[src/rtl/rmw_pkg.sv]
package rmw_pkg;

   typedef enum logic [2:0] {
      OP_INC = 3'd0,
      OP_DEC = 3'd1,
      OP_ASL = 3'd2,
      OP_LSR = 3'd3,
      OP_ROL = 3'd4,
      OP_ROR = 3'd5
   } alu_op_e;

   // Register modes take the values 0..2 so they index reg_we directly.
   typedef enum logic [2:0] {
      M_REG_A = 3'd0,
      M_REG_X = 3'd1,
      M_REG_Y = 3'd2,
      M_DP    = 3'd3,
      M_DPX   = 3'd4,
      M_ABS   = 3'd5
   } amode_e;

   typedef struct packed {
      logic    valid;
      amode_e  mode;
      alu_op_e op;
   } rmw_dec_t;

endpackage

[src/rtl/rmw_decode.sv]
module rmw_decode
   import rmw_pkg::*;
(
   input  logic [7:0] opcode,
   output rmw_dec_t   dec
);
   logic [3:0] hi;
   logic [3:0] lo;
   logic       op_ok;
   alu_op_e    hop;

   assign hi = opcode[7:4];
   assign lo = opcode[3:0];

   // The operation follows from the upper three bits of the high nibble.
   always_comb begin
      op_ok = 1'b1;
      hop   = OP_INC;
      unique case (hi[3:1])
         3'd5:    hop = OP_INC;
         3'd4:    hop = OP_DEC;
         3'd0:    hop = OP_ASL;
         3'd2:    hop = OP_LSR;
         3'd1:    hop = OP_ROL;
         3'd3:    hop = OP_ROR;
         default: op_ok = 1'b0;
      endcase
   end

   always_comb begin
      dec = '{valid: 1'b0, mode: M_REG_A, op: OP_INC};
      unique case (lo)
         4'hB: begin
            dec.valid = op_ok;
            dec.mode  = hi[0] ? M_DPX : M_DP;
            dec.op    = hop;
         end
         4'hC: begin
            if (opcode == 8'hFC) begin
               dec = '{valid: 1'b1, mode: M_REG_Y, op: OP_INC};
            end else if (opcode == 8'hDC) begin
               dec = '{valid: 1'b1, mode: M_REG_Y, op: OP_DEC};
            end else begin
               dec.valid = op_ok;
               dec.mode  = hi[0] ? M_REG_A : M_ABS;
               dec.op    = hop;
            end
         end
         4'hD: begin
            if (opcode == 8'h3D)
               dec = '{valid: 1'b1, mode: M_REG_X, op: OP_INC};
            else if (opcode == 8'h1D)
               dec = '{valid: 1'b1, mode: M_REG_X, op: OP_DEC};
         end
         default: ;
      endcase
   end
endmodule

[src/rtl/rmw_alu.sv]
module rmw_alu
   import rmw_pkg::*;
#(
   parameter int DATA_W = 8
) (
   input  alu_op_e           op,
   input  logic [DATA_W-1:0] din,
   input  logic              cin,
   output logic [DATA_W-1:0] dout,
   output logic              n,
   output logic              z,
   output logic              cout
);
   localparam int MSB = DATA_W - 1;

   always_comb begin
      dout = din;
      cout = cin;
      unique case (op)
         OP_INC: dout = din + {{MSB{1'b0}}, 1'b1};
         OP_DEC: dout = din - {{MSB{1'b0}}, 1'b1};
         OP_ASL: begin dout = {din[MSB-1:0], 1'b0}; cout = din[MSB]; end
         OP_LSR: begin dout = {1'b0, din[MSB:1]};   cout = din[0];   end
         OP_ROL: begin dout = {din[MSB-1:0], cin};  cout = din[MSB]; end
         OP_ROR: begin dout = {cin, din[MSB:1]};    cout = din[0];   end
         default: ;
      endcase
   end

   assign n = dout[MSB];
   assign z = (dout == '0);
endmodule

[src/rtl/rmw_sched.sv]
module rmw_sched
   import rmw_pkg::*;
#(
   parameter int DATA_W = 8,
   parameter int ADDR_W = 16,
   parameter int STEP_W = 3
) (
   input  amode_e            mode,
   input  logic [STEP_W-1:0] step,
   input  logic [ADDR_W-1:0] pc,
   input  logic              page,
   input  logic [DATA_W-1:0] lo,
   input  logic [DATA_W-1:0] hi,
   input  logic [DATA_W-1:0] x,
   output logic              rd,
   output logic              wr,
   output logic [ADDR_W-1:0] addr,
   output logic              cap_lo,
   output logic              cap_hi,
   output logic              cap_opnd,
   output logic              last
);
   localparam int PAD = ADDR_W - DATA_W - 1;

   logic [ADDR_W-1:0] dp_ea;
   logic [ADDR_W-1:0] dpx_ea;
   logic [ADDR_W-1:0] abs_ea;
   logic [ADDR_W-1:0] pc_nx;
   logic [DATA_W-1:0] idx_off;

   assign idx_off = lo + x;
   assign dp_ea   = {{PAD{1'b0}}, page, lo};
   assign dpx_ea  = {{PAD{1'b0}}, page, idx_off};
   assign abs_ea  = {hi, lo};
   assign pc_nx   = pc + {{(ADDR_W-1){1'b0}}, 1'b1};

   always_comb begin
      rd       = 1'b0;
      wr       = 1'b0;
      addr     = '0;
      cap_lo   = 1'b0;
      cap_hi   = 1'b0;
      cap_opnd = 1'b0;
      last     = 1'b0;
      if (step != '0) begin
         unique case (mode)
            M_REG_A, M_REG_X, M_REG_Y: last = (step == STEP_W'(1));
            M_DP: begin
               unique case (step)
                  STEP_W'(1): begin rd = 1'b1; addr = pc;    cap_lo = 1'b1;   end
                  STEP_W'(2): begin rd = 1'b1; addr = dp_ea; cap_opnd = 1'b1; end
                  STEP_W'(3): begin wr = 1'b1; addr = dp_ea; last = 1'b1;     end
                  default: ;
               endcase
            end
            M_DPX: begin
               unique case (step)
                  STEP_W'(1): begin rd = 1'b1; addr = pc;     cap_lo = 1'b1;   end
                  STEP_W'(3): begin rd = 1'b1; addr = dpx_ea; cap_opnd = 1'b1; end
                  STEP_W'(4): begin wr = 1'b1; addr = dpx_ea; last = 1'b1;     end
                  default: ;
               endcase
            end
            M_ABS: begin
               unique case (step)
                  STEP_W'(1): begin rd = 1'b1; addr = pc;     cap_lo = 1'b1;   end
                  STEP_W'(2): begin rd = 1'b1; addr = pc_nx;  cap_hi = 1'b1;   end
                  STEP_W'(3): begin rd = 1'b1; addr = abs_ea; cap_opnd = 1'b1; end
                  STEP_W'(4): begin wr = 1'b1; addr = abs_ea; last = 1'b1;     end
                  default: ;
               endcase
            end
            default: ;
         endcase
      end
   end
endmodule

[src/rtl/byte_rmw_seq.sv]
module byte_rmw_seq
   import rmw_pkg::*;
#(
   parameter int DATA_W = 8,
   parameter int ADDR_W = 16
) (
   input  logic              clk,
   input  logic              rst_n,
   input  logic              start,
   input  logic [7:0]        opcode,
   input  logic [ADDR_W-1:0] pc,
   input  logic              dp_page,
   input  logic [DATA_W-1:0] a_in,
   input  logic [DATA_W-1:0] x_in,
   input  logic [DATA_W-1:0] y_in,
   input  logic              c_in,
   output logic              busy,
   output logic              err,
   output logic              done,
   output logic [2:0]        reg_we,
   output logic [DATA_W-1:0] result,
   output logic              flag_n,
   output logic              flag_z,
   output logic              flag_c,
   output logic [ADDR_W-1:0] bus_addr,
   output logic              bus_rd,
   output logic              bus_wr,
   output logic [DATA_W-1:0] bus_wdata,
   input  logic [DATA_W-1:0] bus_rdata
);
   localparam int STEP_W = 3;
   localparam int NREGS  = 3;

   if (DATA_W < 2) begin : g_bad_data
      $error("DATA_W must be at least 2");
   end
   if (ADDR_W != 2 * DATA_W) begin : g_bad_addr
      $error("ADDR_W must be twice DATA_W");
   end

   rmw_dec_t          dec;
   logic [STEP_W-1:0] step_q;
   amode_e            mode_q;
   alu_op_e           op_q;
   logic [ADDR_W-1:0] pc_q;
   logic              page_q;
   logic [DATA_W-1:0] x_q;
   logic              c_q;
   logic [DATA_W-1:0] opnd_q;
   logic [DATA_W-1:0] lo_q;
   logic [DATA_W-1:0] hi_q;
   logic              err_q;
   logic              cap_lo;
   logic              cap_hi;
   logic              cap_opnd;
   logic              last;
   logic              accept;
   logic [DATA_W-1:0] reg_src;

   rmw_decode u_dec (.opcode(opcode), .dec(dec));

   rmw_sched #(.DATA_W(DATA_W), .ADDR_W(ADDR_W), .STEP_W(STEP_W)) u_sched (
      .mode(mode_q), .step(step_q), .pc(pc_q), .page(page_q),
      .lo(lo_q), .hi(hi_q), .x(x_q),
      .rd(bus_rd), .wr(bus_wr), .addr(bus_addr),
      .cap_lo(cap_lo), .cap_hi(cap_hi), .cap_opnd(cap_opnd), .last(last)
   );

   rmw_alu #(.DATA_W(DATA_W)) u_alu (
      .op(op_q), .din(opnd_q), .cin(c_q),
      .dout(result), .n(flag_n), .z(flag_z), .cout(flag_c)
   );

   assign busy      = (step_q != '0);
   assign accept    = start && !busy;
   assign done      = last;
   assign err       = err_q;
   assign bus_wdata = result;

   always_comb begin
      unique case (dec.mode)
         M_REG_X: reg_src = x_in;
         M_REG_Y: reg_src = y_in;
         default: reg_src = a_in;
      endcase
   end

   for (genvar g = 0; g < NREGS; g++) begin : g_we
      assign reg_we[g] = last && (mode_q == amode_e'(g));
   end

   always_ff @(posedge clk) begin
      if (!rst_n) begin
         step_q <= '0;
         mode_q <= M_REG_A;
         op_q   <= OP_INC;
         pc_q   <= '0;
         page_q <= 1'b0;
         x_q    <= '0;
         c_q    <= 1'b0;
         opnd_q <= '0;
         lo_q   <= '0;
         hi_q   <= '0;
         err_q  <= 1'b0;
      end else begin
         err_q <= 1'b0;
         if (accept) begin
            if (dec.valid) begin
               step_q <= STEP_W'(1);
               mode_q <= dec.mode;
               op_q   <= dec.op;
               pc_q   <= pc;
               page_q <= dp_page;
               x_q    <= x_in;
               c_q    <= c_in;
               opnd_q <= reg_src;
            end else begin
               err_q <= 1'b1;
            end
         end else if (busy) begin
            step_q <= last ? '0 : step_q + STEP_W'(1);
            if (cap_lo)   lo_q   <= bus_rdata;
            if (cap_hi)   hi_q   <= bus_rdata;
            if (cap_opnd) opnd_q <= bus_rdata;
         end
      end
   end
endmodule

[config.mk]
export PLATFORM = sky130hd
export DESIGN_NAME = byte_rmw_seq
export DESIGN_NICKNAME = d
export VERILOG_FILES = /design/src/rtl/rmw_pkg.sv /design/src/rtl/rmw_decode.sv /design/src/rtl/rmw_alu.sv /design/src/rtl/rmw_sched.sv /design/src/rtl/byte_rmw_seq.sv
export SDC_FILE = /design/constraint.sdc
export NUM_CORES = 1
export LEC_CHECK = 0
export BUFFER_PORTS_ARGS = -buffer_cell sky130_fd_sc_hd__buf_2
export CAP_MARGIN = 30
export CORE_UTILIZATION = 56
export DETAILED_ROUTE_END_ITERATION = 12
export PLACE_DENSITY_LB_ADDON = 0.12
export SLEW_MARGIN = 20
export SYNTH_ARGS = -nofsm -noshare
export SYNTH_HDL_FRONTEND = slang
export SYNTH_SLANG_ARGS = --single-unit
[constraint.sdc]
create_clock -name clk -period 8.6 [get_ports clk]
set_input_delay 1.29 -clock clk [delete_from_list [all_inputs] [get_ports clk]]
set_output_delay 1.29 -clock clk [all_outputs]
set_load 0.01 [all_outputs]
==> metrics, run 1 <==
first-pass GRT wire length=22.2 mm; Hold WC Path Type=reg -> reg; Reg-to-Reg End=pc_q[15]; Fin. Hold Viols=0; ANT nets after route=0; GRT met1 Usage=between 30% and 40%; cts hold-fix bufs=0; f_max=about 0.20 GHz; # resized after CTS=0; die area=between 8000 and 9000 sq um; Rows=33; die height=approximately 95 um; Hold Startpoint=hi_q[6]; Worst Hold Path EP=hi_q[6]; post-synthesis sequential area ratio=roughly a quarter; initial antenna violation count=0; Most Crowded Layer GR=met2; H-Tree Depth=3; Post-synth EDFFs=0; Max stage delay on crit path=approximately 700 ps; CTS root buf=clkbuf_8; TNS Setup=0 ps; mean area per synthesized cell=around 7.9 sq um; max_cap viols=0; RSZ-0062 raised after global routing=false; Mapped Cells=612; min Tclk post-route=roughly 5000 ps; #FFs+latches synth=60; crit path DAT=3770 ps; clock sink count=60; layout cell share with drive strength beyond 1=21.3%; via count=a little under 5k; CTS tree=built; total power draw=roughly 0.00084 W; YS warnings=0; GRT met2 Usage=55.0%; Synth async-reset ratio=0%; Reg-to-Reg Start=step_q[0]; status=finished clean; # diodes=0; worst r2r path cells=9; Setup crit start=op_q[0]; Worst-Skew Late Latency=between 300 and 400 ps; vias per inst=between 6 and 7; crit end category=output pin; Area Growth Syn to Fin=14.5%; critical-path cell list=nor3b_2 -> xor2_1 -> ha_1 -> or4_1 -> mux2i_1 -> nor2_1 -> a211o_1 -> nand4bb_1 -> nor4b_2 -> buf_2; initial core utilization=about three fifths; Setup Buffers After CTS=0; drt drc=0; Synth Net Count=a little under 700; Final nets=approximately 760; vias in the first global route=about 4.5k; largest net degree at the start of global routing=70; Die X=about 95 um; skew final=about 9.4 ps; Top delay family on crit path=simple AND/OR/NAND/NOR gates; WS Path Type=reg -> out; IO Port Bufs=between 100 and 150; slew at the pin closest to its max-slew limit=around 970 ps; # fillers=between 700 and 800; Crit path required time=~7300 ps; Iter 0 DRT Violations=399; reg2reg setup slack=roughly 5600 ps; post-synth cell types=just under 70; Primary FF master, synth=dfxtp_1; PwrDens=approximately 150 nW/um^2; IO Count=around 100; WP buf/inv=1; drt pass-1 iters=5; Final Slew Violations=0; core area=about 8300 sq um; Clock Pin Slew Worst Setup and Hold Paths=approximately 70 ps; CTS max path bufs=2; WL/cell=about 18 um; Startpoint Class=flop; GP Congestion=a little over 0.9; # setup viols final=0; post-synthesis cell area=4810 sq um; worst-path cell with the longest stage delay=dfxtp_1; CTS buffer count=9; Peak VDD IR=about 0.084 mV; detailed placement HPWL=10.4 mm; leak pwr=roughly 2.2 nW; GRT overflow=0; Max transition margin=between 30% and 40%; WHS Path Cells=2; Max FO, Critical Path=17; Tot GR Track Use=between 30% and 40%; M3 GR Usage=5.23%; final worst path period share=approximately 59%; routed wire length=14.0 mm
==> power by group <==
group	internal, W	switching, W	total (W)
Sequential	0.000290	0.0000202	0.000310
Combinational	0.0000957	0.000143	0.000239
Clock	0.000170	0.000123	0.000293
Total	0.000556	0.000286	0.000842
==> sequential cells by signal, indices dropped and copies added, names as in the netlist <==
name / cells
opnd_q: 8
x_q: 8
pc_q: 16
err: 1
op_q: 3
lo_q: 8
step_q: 3
hi_q: 8
page_q: 1
mode_q: 3
c_q: 1
==> stage by stage <==
step / hold WS [ps] / util [%] / instances / setup WS [ps] / area, sq um
floorplan: 443 / - / 612 / 4780 / 4810
global placement: 467 / 63.5 / 777 / 4020 / 5250
detailed placement: 472 / 63.5 / 777 / 3910 / 5250
CTS: 481 / 66.2 / 793 / 3560 / 5470
global route: 513 / 66.7 / 795 / 3270 / 5510
finish: 474 / 66.7 / 795 / 3540 / 5510
==> worst register-to-register path, delay by kind of cell (launching register included) <==
family          cells  cell delay [ps]
flops               1              350
buf+inv             3              810
mux                 1              260
fa+ha+maj           1              190
simple gates        3              570
compound gates      1              690
==> layer usage <==
metal	up-vias	share of wire, %	wire, um
met1	2313	42	5820
met4	0	3.1	437
met2	234	48	6770
met3	43	6.8	949
met5	-	0	0
li1	2366	-	-
==> logic make-up (layout without fill, tap and decap cells) <==
group	after synthesis	in the layout	share of synthesized area (%)
mux	56	56	11.8
flops	60	60	25.0
xor+xnor	18	18	3.28
buf+inv	60	138	6.14
fa+ha+maj	17	17	4.58
compound gates	156	156	22.5
simple gates	245	245	26.7
==> final cells by class <==
class,count,area [sq um],share of cell area [%]
multi-input cells,492,3320,60.3
flip-flops and latches,60,1200,21.8
repair buffers,108,573,10.4
clock buffers,10,138,2.50
well taps,105,131,2.39
clock inverters,6,87.6,1.59
inverters,14,52.6,0.955
==> placed cells by master (no fill, tap or decap), drive strengths merged, types with 13 or more instances in the layout <==
master | Yosys | routed
nor2b | 44 | 44
inv | 13 | 13
a21boi | 13 | 13
nor2 | 28 | 28
o211ai | 15 | 15
ha | 16 | 16
nand2 | 83 | 83
dfxtp | 60 | 60
mux2i | 49 | 49
a21oi | 33 | 33
buf | 23 | 108
o21ai | 29 | 29
nand3 | 28 | 28
==> worst max path at each step <==
stage	end	slack [ps]	cells past startpoint
2_1_floorplan	flag_z	4780	11
5_1_grt	flag_z	3270	10
4_1_cts	flag_z	3560	10
3_5_place_dp	flag_z	3910	10
3_3_place_gp	flag_z	4020	10
6_report	flag_z	3540	10
==> cell usage after synthesis (5+ instances only) <==
cell,count,share of area (%)
or4_1,5,0.78
mux2i_1,49,10
xnor2_1,6,1.1
ha_1,16,4.2
nor2b_1,44,5.7
nand2b_1,10,1.3
xor2_1,12,2.2
a22oi_1,5,0.78
a31oi_1,5,0.65
nand3_1,28,2.9
dfxtp_1,60,25
a21oi_1,31,3.2
buf_2,8,0.83
buf_4,12,1.9
o211ai_1,15,2.3
a211oi_1,5,0.78
inv_1,11,0.86
o31ai_1,6,0.94
nor2_1,26,2.0
a21boi_0,12,1.9
mux2_2,7,1.6
a21o_1,7,1.1
o21ai_0,29,3.0
nor3b_1,6,0.94
clkbuf_1,23,1.8
a221oi_1,11,2.0
nor3_1,9,0.94
nand2_1,83,6.5
Note: power is estimated with default switching activity, not from simulation.
==> inputs of run 2 (changes only) <==
--- a/config.mk
+++ b/config.mk
@@ -7,7 +7,7 @@
 export LEC_CHECK = 0
 export BUFFER_PORTS_ARGS = -buffer_cell sky130_fd_sc_hd__buf_2
 export CAP_MARGIN = 30
-export CORE_UTILIZATION = 56
+export CORE_UTILIZATION = 50
 export DETAILED_ROUTE_END_ITERATION = 12
 export PLACE_DENSITY_LB_ADDON = 0.12
 export SLEW_MARGIN = 20
==> constraint.sdc (replaced) <==
create_clock -name clk -period 4.5 [get_ports clk]
set_input_delay 0.675 -clock clk [delete_from_list [all_inputs] [get_ports clk]]
set_output_delay 0.675 -clock clk [all_outputs]
set_load 0.01 [all_outputs]
==> metrics, run 2 (same netlist as run 1, synthesis figures left out) <==
WS Path Type=reg -> out; crit path DAT=between 3000 and 4000 ps; # diodes=0; reported net switching power=0.000535 W; skew final=between 7 and 8 ps; Peak VDD IR=roughly 0.18 mV; TNS Setup=0 ps; Area Growth Syn to Fin=15.2%; Largest Register=pc_q; drt pass-1 iters=5; GRT overflow=0; via count=~5k; # setup viols final=0; layout cell share with drive strength beyond 1=between 20% and 30%; vias per inst=5.92; most common cell after layout, fill and taps aside=buf_2; ANT nets after route=0; PwrDens=~280 nW/um^2; Comb pwr share=approximately 30%; die height=100 um; status=finished clean; CTS root buf=clkbuf_8; Reg-to-Reg Start=step_q[0]; Final Slew Violations=0; clock sink count=60; Area after DPL=5310 sq um; core area=9280 sq um; max_cap viols=0; slew at the pin closest to its max-slew limit=about 950 ps; end of the critical path=flag_z; min Tclk post-route=around 4100 ps; initial antenna violation count=0; final worst-path setup slack=443 ps; Setup crit start=op_q[0]; # fillers=roughly 900; max FFs per register=16; Worst-Skew Late Latency=350 ps; Hold Startpoint=hi_q[2]; Iter 0 DRT Violations=about 270; detailed placement HPWL=about 10 mm; IO Count=104; largest net degree at the start of global routing=70; leak pwr=about 2.3 nW; Clock Pin Slew Worst Setup and Hold Paths=roughly 70 ps; drt drc=0; Rows=35; reg2reg setup slack=~1800 ps; Max transition margin=approximately 36%; Layout Utilization=approximately three fifths; GP Congestion=a little over 0.9; Non-Filler Cell Area, Final=5540 sq um; RSZ-0062 raised after global routing=false; # resized after CTS=0; H-Tree Depth=3; Hold WC Path Type=reg -> reg; routed wire length=between 10 and 15 mm; Crit path required time=approximately 3800 ps; worst r2r path cells=9; Fin. Hold Viols=0; Reg-to-Reg End=mode_q[0]; Startpoint Class=flop; die area=~10000 sq um; final worst path period share=roughly nine tenths; Max FO, Critical Path=17; crit end category=output pin; CTS buffer count=9; Final nets=between 700 and 800; sequential share of power=a little under two fifths; cts hold-fix bufs=0; Clk pwr share=32.5%; initial core utilization=around half; CTS tree=built; CTS max path bufs=2; first-pass GRT wire length=roughly 23 mm; commonest non-fill, non-tap cells in the layout=buf_2 (103), nand2_1 (83), dfxtp_1 (60), mux2i_1 (49), nor2b_1 (44); Setup Buffers After CTS=0; Switching Share=~34%; f_max=0.246 GHz; Die X=100 um; internal power=0.00102 W; IO Port Bufs=approximately 100; Tot GR Track Use=between 20% and 30%; Place WS=847 ps; vias in the first global route=4574; WL/cell=17.3 um
run 2: layout make-up:
class,instances,area [sq um],share of cell area [%]
multi-input cells,492,3320,59.9
well taps,129,161,2.91
clock buffers,12,155,2.80
clock inverters,4,47.5,0.858
repair buffers,112,603,10.9
inverters,14,52.6,0.948
flip-flops and latches,60,1200,21.7
run 2: worst min-delay path by stage:
| stage | endpoint | slack, ps | depth (start not counted) |
|---|---|---|---|
| after global placement | hi_q[2] | 460 | 2 |
| final | hi_q[2] | 480 | 2 |
| after detailed placement | hi_q[2] | 470 | 2 |
| after global routing | hi_q[1] | 500 | 2 |
| after floorplan | hi_q[6] | 440 | 2 |
| after CTS | hi_q[2] | 480 | 2 |
run 2: worst max-delay path: stages, from the launching register on:
cell and delay [ps]:
dfxtp_1 740, nor3b_2 320, xor2_1 100, ha_1 280, or4_1 410, mux2i_1 210, nor2_1 70, a211o_1 320
nand4bb_1 210, nor4b_2 210, buf_2 160
run 2: metrics by stage:
| step | hold slack, ps | instances | total power, W |
|---|---|---|---|
| after floorplan | 443 | 612 | 0.000913 |
| after global routing | 502 | 823 | 0.00164 |
| after global placement | 459 | 806 | 0.00105 |
| after CTS | 482 | 822 | 0.00157 |
| final | 480 | 823 | 0.00156 |
| after detailed placement | 473 | 806 | 0.00106 |
run 2: layer usage:
metal / track usage (%) / part of all wire, % / vias to the layer above
li1: - / - / 2372
met1: 38.1 / 44 / 2289
met2: 49.2 / 47 / 179
met3: 4.18 / 5.8 / 29
met4: 12.6 / 2.8 / 0
met5: 0 / 0 / -
run 2: power groups by stage:
stage	registers [W]	logic [W]	clock network (W)
floorplan	0.000584	0.000329	0
global placement	0.000605	0.000445	0
detailed placement	0.000607	0.000448	0
CTS	0.000595	0.000451	0.000520
global route	0.000601	0.000502	0.000541
finish	0.000597	0.000456	0.000507
==> inputs of run 3 (changes only) <==
--- a/config.mk
+++ b/config.mk
@@ -7,10 +7,11 @@
 export LEC_CHECK = 0
 export BUFFER_PORTS_ARGS = -buffer_cell sky130_fd_sc_hd__buf_2
 export CAP_MARGIN = 30
-export CORE_UTILIZATION = 50
+export CORE_UTILIZATION = 51
 export DETAILED_ROUTE_END_ITERATION = 12
 export PLACE_DENSITY_LB_ADDON = 0.12
-export SLEW_MARGIN = 20
+export SETUP_SLACK_MARGIN = 0.3
 export SYNTH_ARGS = -nofsm -noshare
 export SYNTH_HDL_FRONTEND = slang
+export SYNTH_HIERARCHICAL = 1
 export SYNTH_SLANG_ARGS = --single-unit
==> metrics, run 3 <==
WS Path Type=reg -> out; crit end category=output pin; slew at the pin closest to its max-slew limit=a little over 1000 ps; mean area per synthesized cell=around 7.4 sq um; CTS root buf=clkbuf_8; min Tclk post-route=roughly 3900 ps; Setup Buffers After CTS=0; #FFs+latches synth=60; WL/cell=around 17 um; Startpoint Class=flop; layout cell share with drive strength beyond 1=20.7%; leak pwr=2.32 nW; Rows=36; area leader, netlist=dfxtp_1; TNS Setup=0 ps; Largest Register=pc_q; routed wire length=15.5 mm; skew final=4.89 ps; clock sink count=60; initial core utilization=53.5%; Peak VDD IR=~0.17 mV; most common cell after layout, fill and taps aside=nand2_1; Synth Area in Adders=roughly 3.4%; drt drc=0; vias per inst=6.10; final worst path period share=~87%; ANT nets after route=0; worst-path cell with the longest stage delay=or3b_1; # diodes=0; # resized after CTS=0; fraction of synthesized cell area in xor and xnor cells=under 10%; vias in the first global route=5042; H-Tree Depth=3; IO Port Bufs=about 100; Final nets=roughly 860; RSZ-0062 raised after global routing=false; Clock Pin Slew Worst Setup and Hold Paths=roughly 70 ps; crit path DAT=3240 ps; synth cell count leaders=nand2_1 (124), dfxtp_1 (60), a21boi_1 (49); die height=104 um; Area Growth Syn to Fin=10.8%; critical-path cell list=or3b_1 -> xnor2_1 -> ha_1 -> or4_1 -> a31o_1 -> a31oi_1 -> xnor2_1 -> o221a_1 -> and4b_1 -> buf_2; Primary FF master, synth=dfxtp_1; die area=about 11000 sq um; largest net degree at the start of global routing=slightly above 60; max_cap viols=0; total power draw=roughly 0.0015 W; GRT overflow=0; Synth Area in Simple Gates=approximately 28%; CP most frequent cell=xnor2_1; CTS tree=built; post-synthesis cell area=roughly 5300 sq um; Tot GR Track Use=between 20% and 30%; Mapped Cells=between 700 and 800; Synth async-reset ratio=0%; Max FO, Critical Path=17; YS warnings=6; # setup viols final=0; PwrDens=approximately 250 nW/um^2; Non-Filler Cell Area, Final=a little under 6000 sq um; Die X=between 100 and 150 um; CTS max path bufs=2; GP Congestion=between 0.9 and 1; CTS buffer count=9; Area contributors post-synth=dfxtp_1 (23%), nand2_1 (8.7%), a21boi_1 (6.9%), a21oi_1 (3.4%), mux2i_1 (3.4%); Area after DPL=roughly 5700 sq um; Fin. Hold Viols=0; status=finished clean; post-synthesis sequential area ratio=22.6%; Max transition margin=29.6%; Iter 0 DRT Violations=451; mux share of post-synthesis cell area=about 4.0%; Max stage delay on crit path=about 550 ps; post-synth cell types=93; Synth Area in Compound Gates=between 20% and 30%; IO Count=~100; f_max=~0.26 GHz; combinational family with the most area after synthesis=compound AO/OA/AOI/OAI gates; Yosys top cell area share=around 23%; initial antenna violation count=0; Crit path required time=roughly 3800 ps; Hold WC Path Type=reg -> reg; cts hold-fix bufs=0; first-pass GRT wire length=roughly 25 mm; core area=approximately 10000 sq um; Synth Net Count=just under 800; most common cell in the netlist=nand2_1; drt pass-1 iters=5; Post-synth EDFFs=0; Final Slew Violations=0; max FFs per register=16; detailed placement HPWL=between 10 and 15 mm; Worst-Skew Late Latency=around 330 ps; via count=approximately 5.6k; commonest non-fill, non-tap cells in the layout=nand2_1 (124), buf_2 (103), dfxtp_1 (60), a21boi_1 (49), a21oi_1 (36)
run 3: changes by cell type in the layout (fill, tap and decap cells not counted), moves of 7 or more:
cell	delta
nor2b_1	-38
mux2i_1	-32
a21boi_0	-10
mux2_2	-7
o21ai_1	+18
nor3_1	+14
o211ai_1	-7
a21boi_1	+48
a221oi_1	-10
a22oi_1	+10
nand2_1	+41
run 3: per-stage QoR:
stage	hold slack [ps]	cells	utilization (%)	setup slack, ps
after floorplan	432	716	-	1180
final	459	919	59.2	582
after global placement	447	903	57.4	982
after detailed placement	455	903	57.4	931
after global routing	485	919	59.2	388
after CTS	464	919	59.2	571
run 3: worst paths after layout:
check,from,to,slack (ps),cells after the start
setup reg to reg,mode_q[2],lo_q[1],1420,7
setup / recovery,op_q[2],flag_z,580,10
hold reg to reg,hi_q[6],hi_q[6],460,2
hold / removal,hi_q[6],hi_q[6],460,2
run 3: final cells by class:
class                      instances  area [sq um]
tap                              133           166
multi-input combinational        574          3660
clock buffer                      11           131
fill                             990          4060
clock inverter                     5          52.6
sequential                        60          1200
inverter                          22          82.6
timing repair buffer             114           598
run 3: power by group:
group | leakage, nW | switching (W) | internal, W
registers | 0.485 | 0.0000369 | 0.000551
logic | 1.74 | 0.000260 | 0.000158
clock network | 0.0931 | 0.000215 | 0.000253
total | 2.32 | 0.000512 | 0.000962
run 3: routing by layer:
layer / wire length [um] / global-route usage [%] / vias to the layer above
met2: 7130 / 47.6 / 231
met3: 1090 / 3.13 / 21
met1: 6980 / 37.7 / 2621
met5: 0 / 0 / -
met4: 272 / 8.57 / 0
li1: - / - / 2730
run 3: cells by family after synthesis:
family | count (synthesis)
buf+inv | 82
mux | 21
fa+ha+maj | 14
xor+xnor | 21
compound gates | 231
flops | 60
simple gates | 287
run 3: critical path, delay by kind of cell (launching register included):
| family | cells | cell delay, ps |
|---|---|---|
| and+or+nand+nor | 3 | 1200 |
| DFF | 1 | 460 |
| xor gates and xnor gates | 2 | 250 |
| adders and majority gates | 1 | 260 |
| AOI/OAI and AO/OA | 3 | 630 |
| buffers and inverters | 1 | 120 |
